`src/rtl/dch_pkg.sv`:
```
package dch_pkg;
  typedef struct packed {
    logic clrCnt;
    logic ldCnt;
    logic setPen;
    logic clrPen;
  } dchStrobe_t;
endpackage

```
`src/rtl/dch_datapath.sv`:
```
module dch_datapath
  import dch_pkg::*;
#(
  parameter int CNT_W  = 4,
  parameter int THR_LO = 8,
  parameter int THR_HI = 10
) (
  input  logic       clk,
  input  logic       rstN,
  input  logic       frameStb,
  input  logic       upD,
  input  logic       prio10,
  input  dchStrobe_t stb,
  output logic       reachNext,
  output logic       availQ
);
  localparam logic [CNT_W-1:0] CNT_MAX = {CNT_W{1'b1}};
  localparam logic [CNT_W-1:0] LO_V    = THR_LO[CNT_W-1:0];
  localparam logic [CNT_W-1:0] HI_V    = THR_HI[CNT_W-1:0];

  logic [CNT_W-1:0] cntQ, cntNext;
  logic             penQ;
  logic [CNT_W-1:0] thr;

  // threshold: base chosen by prio10, plus one while the penalty stands
  assign thr = (prio10 ? HI_V : LO_V) + {{(CNT_W-1){1'b0}}, penQ};

  always_comb begin
    if (!upD)                cntNext = '0;
    else if (cntQ == CNT_MAX) cntNext = cntQ;
    else                     cntNext = cntQ + 1'b1;
  end

  assign reachNext = (cntNext >= thr);
  assign availQ    = (cntQ >= thr);

  always_ff @(posedge clk) begin
    if (!rstN) begin
      cntQ <= '0;
      penQ <= 1'b0;
    end else if (frameStb) begin
      if (stb.clrCnt)     cntQ <= '0;
      else if (stb.ldCnt) cntQ <= cntNext;
      if (stb.setPen)     penQ <= 1'b1;
      else if (stb.clrPen) penQ <= 1'b0;
    end
  end
endmodule

```
`src/rtl/dch_ctrl.sv`:
```
module dch_ctrl
  import dch_pkg::*;
(
  input  logic       clk,
  input  logic       rstN,
  input  logic       frameStb,
  input  logic       teFrame,
  input  logic       ticEn,
  input  logic       reqN,
  input  logic       stopN,
  input  logic       reachNext,
  output dchStrobe_t stb,
  output logic       grantQ,
  output logic       blockQ
);
  logic active;
  logic grantD, blockD;

  assign active = teFrame & ticEn;

  always_comb begin
    stb    = '0;
    grantD = grantQ;
    blockD = blockQ;
    if (!active) begin
      stb.clrCnt = 1'b1;
      stb.clrPen = 1'b1;
      grantD     = 1'b0;
      blockD     = 1'b0;
    end else if (!stopN) begin
      stb.clrCnt = 1'b1;
      grantD     = 1'b0;
      blockD     = 1'b1;
    end else if (grantQ) begin
      stb.clrCnt = 1'b1;
      if (reqN) begin
        grantD     = 1'b0;
        stb.setPen = 1'b1;
      end
      blockD = grantD;
    end else begin
      stb.ldCnt = 1'b1;
      if (reachNext) begin
        stb.clrPen = 1'b1;
        if (!reqN) begin
          grantD     = 1'b1;
          stb.clrCnt = 1'b1;
        end
      end
      blockD = grantD;
    end
  end

  always_ff @(posedge clk) begin
    if (!rstN) begin
      grantQ <= 1'b0;
      blockQ <= 1'b0;
    end else if (frameStb) begin
      grantQ <= grantD;
      blockQ <= blockD;
    end
  end
endmodule

```
`src/rtl/dch_arbiter.sv`:
```
module dch_arbiter
  import dch_pkg::*;
#(
  parameter int CNT_W  = 4,
  parameter int THR_LO = 8,
  parameter int THR_HI = 10
) (
  input  logic clk,
  input  logic rstN,
  input  logic frameStb,
  input  logic teFrame,
  input  logic ticEn,
  input  logic upD,
  input  logic reqN,
  input  logic stopN,
  input  logic prio10,
  input  logic echoIn,
  output logic echoOut,
  output logic grant,
  output logic blockLine,
  output logic busy
);
  dchStrobe_t stb;
  logic reachNext, availQ, grantQ, blockQ;

  dch_ctrl uCtrl (
    .clk(clk), .rstN(rstN), .frameStb(frameStb), .teFrame(teFrame),
    .ticEn(ticEn), .reqN(reqN), .stopN(stopN), .reachNext(reachNext),
    .stb(stb), .grantQ(grantQ), .blockQ(blockQ)
  );

  dch_datapath #(.CNT_W(CNT_W), .THR_LO(THR_LO), .THR_HI(THR_HI)) uDp (
    .clk(clk), .rstN(rstN), .frameStb(frameStb), .upD(upD),
    .prio10(prio10), .stb(stb), .reachNext(reachNext), .availQ(availQ)
  );

  assign grant     = grantQ;
  assign blockLine = blockQ;
  assign echoOut   = echoIn ^ blockQ;
  assign busy      = grantQ | blockQ | ~availQ;
endmodule

```
`config.mk`:
```
export PLATFORM = sky130hd
export DESIGN_NAME = dch_arbiter
export DESIGN_NICKNAME = d
export VERILOG_FILES = /design/src/rtl/dch_pkg.sv /design/src/rtl/dch_datapath.sv /design/src/rtl/dch_ctrl.sv /design/src/rtl/dch_arbiter.sv
export SDC_FILE = /design/constraint.sdc
export NUM_CORES = 1
export LEC_CHECK = 0
export BUFFER_PORTS_ARGS = -buffer_cell sky130_fd_sc_hd__buf_2
export CORE_AREA = 4 4 41 43
export CTS_CLUSTER_DIAMETER = 120
export DETAILED_ROUTE_END_ITERATION = 10
export DIE_AREA = 0 0 45 47
export GPL_ROUTABILITY_DRIVEN = 0
export SYNTH_ARGS = -nofsm -noshare
export SYNTH_HDL_FRONTEND = slang
export SYNTH_SLANG_ARGS = --single-unit
```
`constraint.sdc`:
```
create_clock -name clk -period 4.8 [get_ports clk]
set_input_delay 0.96 -clock clk [delete_from_list [all_inputs] [get_ports clk]]
set_output_delay 0.96 -clock clk [all_outputs]
set_load 0.005 [all_outputs]
```
==> results of run 1 <==
[through the flow]
| step | setup slack (ps) | cells | total power, W |
|---|---|---|---|
| floorplan | 2200 | 63 | 0.0000682 |
| detailed placement | 1980 | 90 | 0.0000753 |
| CTS | 1990 | 94 | 0.000129 |
| finish | 2000 | 94 | 0.000127 |
| global placement | 2010 | 90 | 0.0000751 |
| global route | 1920 | 94 | 0.000133 |
[layout by cell type (no fill, tap or decap), drive strengths merged, types with 2 or more instances in the layout]
cell and count:
dfxtp 7, nor2 6, nor3 2, buf 13, nand2b 4, nand3 5
o211ai 2, nor2b 2, nand2 6, and3 2, o21bai 2, ha 5
clkbuf 4, a22o 4, inv 2
[final cells by class]
cell class	count	area [um^2]
clock buffer	4	26.3
fill	139	652
inverter	2	7.51
multi-input combinational	53	392
sequential	7	140
tap	15	18.8
timing repair buffer	13	65.1
[layer usage]
layer,routed length [um],vias to the layer above,share of wire,track usage
met4,0,0,0,0.0175
met2,576,12,0.49,0.209
li1,-,271,-,-
met5,0,-,0,0
met1,531,229,0.45,0.158
met3,70,0,0.059,0.0575
[synthesized netlist by cell type]
library cell and n:
clkbuf_1 1, o41ai_2 1, nand2_1 6, a22o_2 1, ha_1 5, inv_1 2
a221oi_4 1, o21ai_0 1, nor3_1 2, o22a_1 1, nor2b_1 2, nand2b_1 4
o31a_1 1, a32o_1 1, xnor2_1 1, o211ai_1 2, and3_1 2, o21bai_1 2
o21a_1 1, xor2_1 1, nand3b_1 1, a211o_2 1, a31o_2 1, or2_1 1
nor2_1 6, dfxtp_1 7, a22o_1 3, nand3_1 5
[kinds of logic (layout without fill, tap and decap cells)]
| logic type | after synthesis | in the layout | share of synthesized area |
|---|---|---|---|
| buffers and inverters | 3 | 19 | 0.0207 |
| xor gates and xnor gates | 2 | 2 | 0.0323 |
| and+or+nand+nor | 29 | 29 | 0.265 |
| DFF | 7 | 7 | 0.258 |
| adders and majority gates | 5 | 5 | 0.115 |
| AOI/OAI and AO/OA | 17 | 17 | 0.309 |
[sequential cells by signal, indices dropped and copies added, names as in the netlist]
signal	cells
uDp.cntQ	4
uDp.penQ	1
uCtrl.grantQ	1
uCtrl.blockQ	1
[worst max-delay path, stage by stage]
cell and delay [ps]:
buf_2 70, inv_1 50, ha_1 290, a211o_2 290, nand3_1 70, buf_2 110
[power groups by stage]
stage	logic [W]	clock network [W]	registers (W)
3_5_place_dp	0.0000153	0	0.0000600
5_1_grt	0.0000171	0.0000573	0.0000588
3_3_place_gp	0.0000151	0	0.0000600
2_1_floorplan	0.00000819	0	0.0000600
6_report	0.0000151	0.0000529	0.0000589
4_1_cts	0.0000153	0.0000554	0.0000588
[worst max path at each step]
stage               cells after the start  slack [ps]  endpoint   start
floorplan                               4        2200      busy  prio10
finish                                  6        2000      busy  prio10
CTS                                     6        1990      busy  prio10
detailed placement                      6        1980      busy  prio10
global placement                        6        2010      busy  prio10
global route                            6        1920      busy  prio10
==> results.tsv, run 1 <==
metric	value	unit
CTS root buf	clkbuf_4	
setup slack, reg-to-reg	2530	ps
design area	649	um^2
Worst Path Max Fanout	2	
Final Skew	5.71	ps
initial antenna violation count	0	
Tmin final	2800	ps
R2R Path Start	uDp.cntQ[1]$_SDFFE_PN0P_	
Clock power frac	0.417	
fin util	0.499	
Yosys warnings	0	
largest net degree at the start of global routing	10	
Sink Count	7	
Setup CP Type	input pin to output port	
combinational share of power	0.119	
outcome	finished clean	
crit start category	input pin	
period utilization	0.583	
H-tree depth	1	
Syn Inst Count	63	
final HPWL from detailed placement	937	um
drt pass-1 iters	4	
layout cell share with drive strength beyond 1	0.266	
cell type with the largest total area after synthesis	dfxtp_1	
RR Endpoint	uCtrl.grantQ$_SDFFE_PN0P_	
Area contributors post-synth	dfxtp_1 26%, ha_1 12%, a221oi_4 4.8%	
Worst slew margin	0.691	
NumNets Final	95	
die width	45	um
WL final	1180	um
smallest hold slack	543	ps
#FFs+latches synth	7	
Worst-Margin Slew	462	ps
sequential share of the synthesized area	0.258	
Static Leak	0.286	nW
Hold Buf Count CTS	0	
die area	2120	um^2
Area Growth Syn to Fin	19.6	%
max-slew violations	0	
CTS clk-pin slew, worst paths	50	ps
Die Span Y	47	um
post-place instance area	623	um^2
R2R depth	9	
ant diodes	0	
CTS Buf Count	3	
WP data arrival	1840	ps
Peak supply drop	0.000118	V
CTS tree	done	
Pwr Density	195	nW/um^2
Wirelength per Cell	12.5	um
I/O Pins	14	
Unique masters post-synth	28	
final setup fails	0	
GRT overflow	0	
CP Capture Type	output port	
DRC errors left	0	
fmax	357	MHz
Seq pwr share	0.464	
syn_area_per_cell	8.62	um^2
Worst Hold Class	flop to flop	
total number of vias	512	
Vias/cell	5.45	
Cell Area, Synth	543	um^2
Post-Syn Nets	78	
Core Region	1300	um^2
Synth top area share	0.258	
Psw	0.0000290	W
Switching Share	0.229	
Worst Hold Path EP	uDp.cntQ[0]$_SDFFE_PN0P_	
post-CTS sizing	0	
Hold Path Stages	2	
global-route wire length before repair	1950	um
Initial Utilization	0.417	
Clock Tree Buf Depth	2	
RSZ-0062 raised after global routing	no	
vias in the first global route	482	
Final Hold Viols	0	
Final ANT Viol Nets	0	
DRT iter0 DRCs	12	
hold path start	uDp.cntQ[0]$_SDFFE_PN0P_	
WP data required	3840	ps
maxcap violations	0	
I/O Buffers	13	
GRT Overall Usage	0.127	
Final TNS setup	0	ps
Worst-Skew Late Latency	250	ps
num rows	13	
Internal	0.0000979	W
setup repair bufs after CTS	0	
Power figures use the tool's default switching activity.
==> run 2, diff against run 1 <==
--- a/config.mk
+++ b/config.mk
@@ -11,6 +11,7 @@
 export DETAILED_ROUTE_END_ITERATION = 10
 export DIE_AREA = 0 0 45 47
 export GPL_ROUTABILITY_DRIVEN = 0
+export PLACE_DENSITY = 0.67
 export SYNTH_ARGS = -nofsm -noshare
 export SYNTH_HDL_FRONTEND = slang
 export SYNTH_SLANG_ARGS = --single-unit
==> constraint.sdc (replaced) <==
create_clock -name clk -period 2.5 [get_ports clk]
set_input_delay 0.5 -clock clk [delete_from_list [all_inputs] [get_ports clk]]
set_output_delay 0.5 -clock clk [all_outputs]
set_load 0.005 [all_outputs]
==> run 2 against run 1 <==
Against the previous run: clock-buffer cell count unchanged; critical path depth rose by 3; first-iteration DRC count down 42%; register-to-register slack worse by 2300 ps; combinational power increased by 98%; via count grew 4.3%; sequential cell count unchanged; sequential share of layout area is 0.25 points lower.
==> results.tsv, run 2 (synthesized netlist as in run 1, its figures left out) <==
metric	value	unit	change
outcome	finished clean		
vias in the first global route	479		-0.62%
GRT overflow	0		unchanged
hold path start	uDp.penQ$_SDFFE_PN0P_		
num rows	13		unchanged
I/O Buffers	13		unchanged
die area	2120	um^2	unchanged
Core Region	1300	um^2	unchanged
Worst Path Max Fanout	6		+4
Final Skew	4.93	ps	-0.778 ps
post-CTS sizing	0		unchanged
most common cell after layout, fill and taps aside	buf_2		
period utilization	0.906		
Largest Register	uDp.cntQ		
WL final	1200	um	+1.9%
post-route insts no fill	95		+1.1%
largest net degree at the start of global routing	10		unchanged
fmax	441	MHz	
CTS root buf	clkbuf_4		
CTS tree	done		
WP data required	2650	ps	-1190 ps
Wirelength per Cell	12.6	um	+0.79%
WP data arrival	2420	ps	+580 ps
cell total after placement	91		+1.1%
max-slew violations	0		unchanged
NumNets Final	96		+1.1%
Worst-Skew Late Latency	260	ps	about the same
DRC errors left	0		unchanged
R2R Path Start	uDp.cntQ[1]$_SDFFE_PN0P_		
design area	657	um^2	+1.2%
layout cell share with drive strength beyond 1	0.275		+0.00918
Tmin final	2270	ps	
Worst Setup SP	uDp.cntQ[1]$_SDFFE_PN0P_		
Fill cells	130		-6.5%
Post-Place Setup Slack	265	ps	-1720 ps
RSZ-0062 raised after global routing	no		
CP Capture Type	flop		
H-tree depth	1		unchanged
total number of vias	534		+4.3%
Final Hold Viols	0		unchanged
final HPWL from detailed placement	989	um	+5.5%
Pwr Density	378	nW/um^2	+93%
Area Growth Syn to Fin	21.0	%	
global-route wire length before repair	1990	um	+2.2%
DRT iter0 DRCs	7		-5
crit start category	flop		
ant diodes	0		unchanged
I/O Pins	14		unchanged
max reg flops	4		unchanged
Worst Hold Class	flop to flop		
maxcap violations	0		unchanged
die width	45	um	unchanged
GRT Overall Usage	0.132		+0.00496
CTS clk-pin slew, worst paths	50	ps	about the same
final setup fails	0		unchanged
Static Leak	0.291	nW	+1.9%
final worst slack	234	ps	-1770 ps
setup repair bufs after CTS	0		unchanged
commonest non-fill, non-tap cells in the layout	13 x buf_2, 7 x dfxtp_1, 6 x nand2_1, 6 x nor2_1		
Worst-Margin Slew	492	ps	+29.8 ps
Setup CP Type	flop to flop		
drt pass-1 iters	6		+2
Peak supply drop	0.000255	V	+120%
Vias/cell	5.62		+3.2%
Final ANT Viol Nets	0		unchanged
CTS Buf Count	3		unchanged
Initial Utilization	0.417		unchanged
Clock Tree Buf Depth	2		unchanged
Sink Count	7		unchanged
post-place instance area	631	um^2	+1.2%
Final TNS setup	0	ps	unchanged
initial antenna violation count	0		unchanged
Hold Buf Count CTS	0		unchanged
Die Span Y	47	um	unchanged
Worst slew margin	0.671		-0.0199
[run 2: cell count changes in the layout (fill, tap and decap cells not counted), sizes merged]
cell,before,now
buf,13,14
[run 2: worst max-delay path: stages, from the launching register on]
cell      delay, ps
dfxtp_1         410
ha_1            240
nand3_1         150
xnor2_1         160
nand2_1         100
ha_1            280
nand2b_1        170
a221oi_4        330
o21bai_1        110
a22o_1          200
[run 2: worst paths after layout]
kind	to	cells after the start	slack (ps)
max	uCtrl.blockQ$_SDFFE_PN0P_	9	230
min	uDp.penQ$_SDFFE_PN0P_	1	530
max reg2reg	uCtrl.blockQ$_SDFFE_PN0P_	9	230
min reg2reg	uDp.penQ$_SDFFE_PN0P_	1	530
[run 2: per-stage QoR]
| stage | utilization | hold WS (ps) | total power, W |
|---|---|---|---|
| global placement | 0.485 | 520 | 0.000145 |
| global route | 0.505 | 561 | 0.000258 |
| floorplan | - | 491 | 0.000131 |
| CTS | 0.505 | 538 | 0.000251 |
| detailed placement | 0.485 | 526 | 0.000145 |
| finish | 0.505 | 529 | 0.000248 |
[run 2: power by group]
| part | leakage (nW) | internal (W) | switching [W] |
|---|---|---|---|
| registers | 0.0564 | 0.000112 | 0.000000514 |
| logic | 0.220 | 0.0000149 | 0.0000150 |
| clock network | 0.0150 | 0.0000611 | 0.0000446 |
| total | 0.291 | 0.000188 | 0.0000601 |
[run 2: layer usage]
layer / part of all wire / track usage / wire, um
met5: 0 / 0 / 0
met4: 0.0067 / 0.0526 / 8
met3: 0.049 / 0.0575 / 59
met2: 0.49 / 0.218 / 586
met1: 0.45 / 0.152 / 546
[run 2: cell type report]
type	instances	area, um^2	share of cell area
Multi-Input combinational cell	53	392	0.596
Sequential cell	7	140	0.213
Timing Repair Buffer	14	72.6	0.110
Clock buffer	4	26.3	0.0400
Tap cell	15	18.8	0.0286
Inverter	2	7.51	0.0114
==> run 3, diff against run 2 <==
--- a/config.mk
+++ b/config.mk
@@ -5,13 +5,16 @@
 export SDC_FILE = /design/constraint.sdc
 export NUM_CORES = 1
 export LEC_CHECK = 0
+export ABC_AREA = 1
 export BUFFER_PORTS_ARGS = -buffer_cell sky130_fd_sc_hd__buf_2
 export CORE_AREA = 4 4 41 43
+export CTS_BUF_LIST = sky130_fd_sc_hd__clkbuf_16
 export CTS_CLUSTER_DIAMETER = 120
 export DETAILED_ROUTE_END_ITERATION = 10
 export DIE_AREA = 0 0 45 47
 export GPL_ROUTABILITY_DRIVEN = 0
-export PLACE_DENSITY = 0.67
+export GPL_TIMING_DRIVEN = 0
+export PLACE_DENSITY = 0.68
 export SYNTH_ARGS = -nofsm -noshare
 export SYNTH_HDL_FRONTEND = slang
 export SYNTH_SLANG_ARGS = --single-unit
==> run 3 against run 2 <==
Against the previous run: combinational power increased by 7.4%; critical path depth increased by 8; largest cell class unchanged; area after synthesis increased by 3.7%; non-clock buffer count decreased by 1; clock skew decreased by 1.6 ps; synthesized cell count increased by 35%; first-iteration DRC count increased by 100%; sequential cell count unchanged; sequential share of layout area decreased by 2.0 points; design area increased by 10%; via count increased by 12%.
==> results.tsv, run 3 <==
metric	value	unit	change
Tmin final	2220	ps	-50.7 ps
CP Capture Type	flop		
fmax	451	MHz	+2.3%
grt met3 use	0.0345		-0.0230
Most used DFF post-synth	dfxtp_1		
WP data arrival	2320	ps	-100 ps
post-CTS sizing	0		unchanged
max-slew violations	0		unchanged
Area contributors post-synth	dfxtp_1 25%, nand2_1 15%, ha_1 11%		
vias in the first global route	505		+5.4%
ant diodes	0		unchanged
most frequent cell after synthesis	nand2_1		
#FFs+latches synth	7		unchanged
WL final	1260	um	+4.9%
setup repair bufs after CTS	0		unchanged
final setup fails	0		unchanged
maxcap violations	0		unchanged
Final TNS setup	0	ps	unchanged
layout cell share with drive strength beyond 1	0.235		-0.0397
Hold Buf Count CTS	0		unchanged
final HPWL from detailed placement	956	um	-3.3%
crit start category	flop		
CTS Buf Count	3		unchanged
Cell Area, Synth	563	um^2	+3.7%
Vias/cell	5.10		-9.2%
Area Growth Syn to Fin	28.9	%	
DRC errors left	0		unchanged
Worst-Skew Late Latency	230	ps	-30 ps
GRT Overall Usage	0.142		+0.00929
Worst slew margin	0.708		+0.0363
top post-synthesis cells by count	23 x nand2_1, 11 x inv_1, 9 x nor2_1		
met1 usage	0.174		+0.0222
Final Skew	3.35	ps	-1.57 ps
largest net degree at the start of global routing	10		unchanged
initial antenna violation count	0		unchanged
Post-Syn Nets	100		+28%
I/O Buffers	13		unchanged
Largest Register	uDp.cntQ		
Static Leak	0.338	nW	+16%
Peak supply drop	0.000357	V	+40%
Clock Tree Buf Depth	2		unchanged
met2 GRT Util	0.215		-0.00282
Worst Path Max Fanout	6		unchanged
CTS tree	done		
max reg flops	4		unchanged
sequential share of the synthesized area	0.249		-0.00918
Unique masters post-synth	19		-32%
WP data required	2610	ps	-40 ps
Final Hold Viols	0		unchanged
Yosys warnings	0		unchanged
DRT iter0 DRCs	14		+7
Worst-Margin Slew	435	ps	-56.8 ps
Synth top area share	0.249		-0.00918
cell type with the largest total area after synthesis	dfxtp_1		
GRT overflow	0		unchanged
Syn Inst Count	85		+35%
most common cell after layout, fill and taps aside	nand2_1		
die area	2120	um^2	unchanged
CTS root buf	clkbuf_16		
NumNets Final	118		+23%
I/O Pins	14		unchanged
num rows	13		unchanged
total number of vias	597		+12%
period utilization	0.886		-0.0203
RSZ-0062 raised after global routing	no		
H-tree depth	1		unchanged
Final ANT Viol Nets	0		unchanged
die width	45	um	unchanged
Post-Place Setup Slack	288	ps	+22.4 ps
Wirelength per Cell	10.8	um	-15%
GR peak layer	met2		
Pwr Density	573	nW/um^2	+52%
commonest non-fill, non-tap cells in the layout	23 x nand2_1, 13 x buf_2, 12 x inv_1		
Post-synth EDFFs	0		unchanged
final worst slack	285	ps	+50.7 ps
syn_area_per_cell	6.62	um^2	-23%
Initial Utilization	0.433		+0.0154
global-route wire length before repair	2080	um	+4.8%
Sink Count	7		unchanged
async set-reset flop share out of synthesis	0		unchanged
Setup CP Type	flop to flop		
Core Region	1300	um^2	unchanged
Fill cells	124		-4.6%
Die Span Y	47	um	unchanged
drt pass-1 iters	4		-2
Worst Hold Class	flop to flop		
outcome	finished clean		
CTS clk-pin slew, worst paths	40	ps	about the same
## run 3: cell types whose count changed after synthesis, sizes merged, moves of 4 or more
cell	before	now
nand2	6	26
inv	2	12
a21oi	0	9
a22o	4	0
nand2b	4	0
nor2	6	10
## run 3: per-layer routing
| layer | routed length, um | share of wire |
|---|---|---|
| met4 | 36 | 0.029 |
| met1 | 537 | 0.43 |
| met2 | 607 | 0.48 |
| met3 | 78 | 0.062 |
| met5 | 0 | 0 |
## run 3: kinds of logic after synthesis
family                     count (synthesis)  synth area share
buffers and inverters                     13            0.0867
DFF                                        7             0.249
AOI/OAI and AO/OA                         11             0.136
adders and majority gates                  5             0.111
xor gates and xnor gates                   1            0.0156
and+or+nand+nor                           48             0.402
## run 3: path summary, 6_finish.rpt
check	to	start	slack (ps)	cells past startpoint
worst max register to register	uCtrl.blockQ$_SDFFE_PN0P_	uDp.cntQ[0]$_SDFFE_PN0P_	280	17
worst min-delay path	uDp.penQ$_SDFFE_PN0P_	uDp.penQ$_SDFFE_PN0P_	480	2
worst max-delay path	uCtrl.blockQ$_SDFFE_PN0P_	uDp.cntQ[0]$_SDFFE_PN0P_	280	17
worst min register to register	uDp.penQ$_SDFFE_PN0P_	uDp.penQ$_SDFFE_PN0P_	480	2
## run 3: layout make-up
cell class / instances / area, um^2 / share of cell area
Inverter: 13 / 48.8 / 0.0672
Multi-Input combinational cell: 65 / 374 / 0.516
Clock buffer: 3 / 75.1 / 0.103
Sequential cell: 7 / 140 / 0.193
Clock inverter: 1 / 3.75 / 0.00517
Tap cell: 15 / 18.8 / 0.0259
Timing Repair Buffer: 13 / 65.1 / 0.0897
## run 3: power breakdown
group / switching, W / total [W] / internal, W / leakage (nW)
combinational: 0.0000191 / 0.0000321 / 0.0000130 / 0.240
clock: 0.0000620 / 0.000270 / 0.000208 / 0.0423
sequential: 0.000000878 / 0.000114 / 0.000113 / 0.0564
total: 0.0000820 / 0.000416 / 0.000334 / 0.338
## run 3: metrics by stage
stage	cell area (um^2)	instances	hold slack, ps	total power (W)	utilization
4_1_cts	726	117	486	0.000420	0.558
3_5_place_dp	647	113	480	0.000147	0.497
5_1_grt	726	117	503	0.000437	0.558
6_report	726	117	483	0.000416	0.558
2_1_floorplan	563	85	460	0.000134	-
3_3_place_gp	647	113	481	0.000147	0.497
## run 3: critical path, cell delays in order, from the launching register on
cell and delay [ps]:
dfxtp_1 420, ha_1 200, nand2_1 80, clkinv_1 80, nand2_1 80, nand2_1 70, nand2_1 50, nor2_1 140
inv_1 70, ha_1 280, inv_1 50, nand2_1 70, a21oi_4 130, nand2_2 80, nand3_4 100, nand3_1 70
nand2_1 60, a21oi_1 50
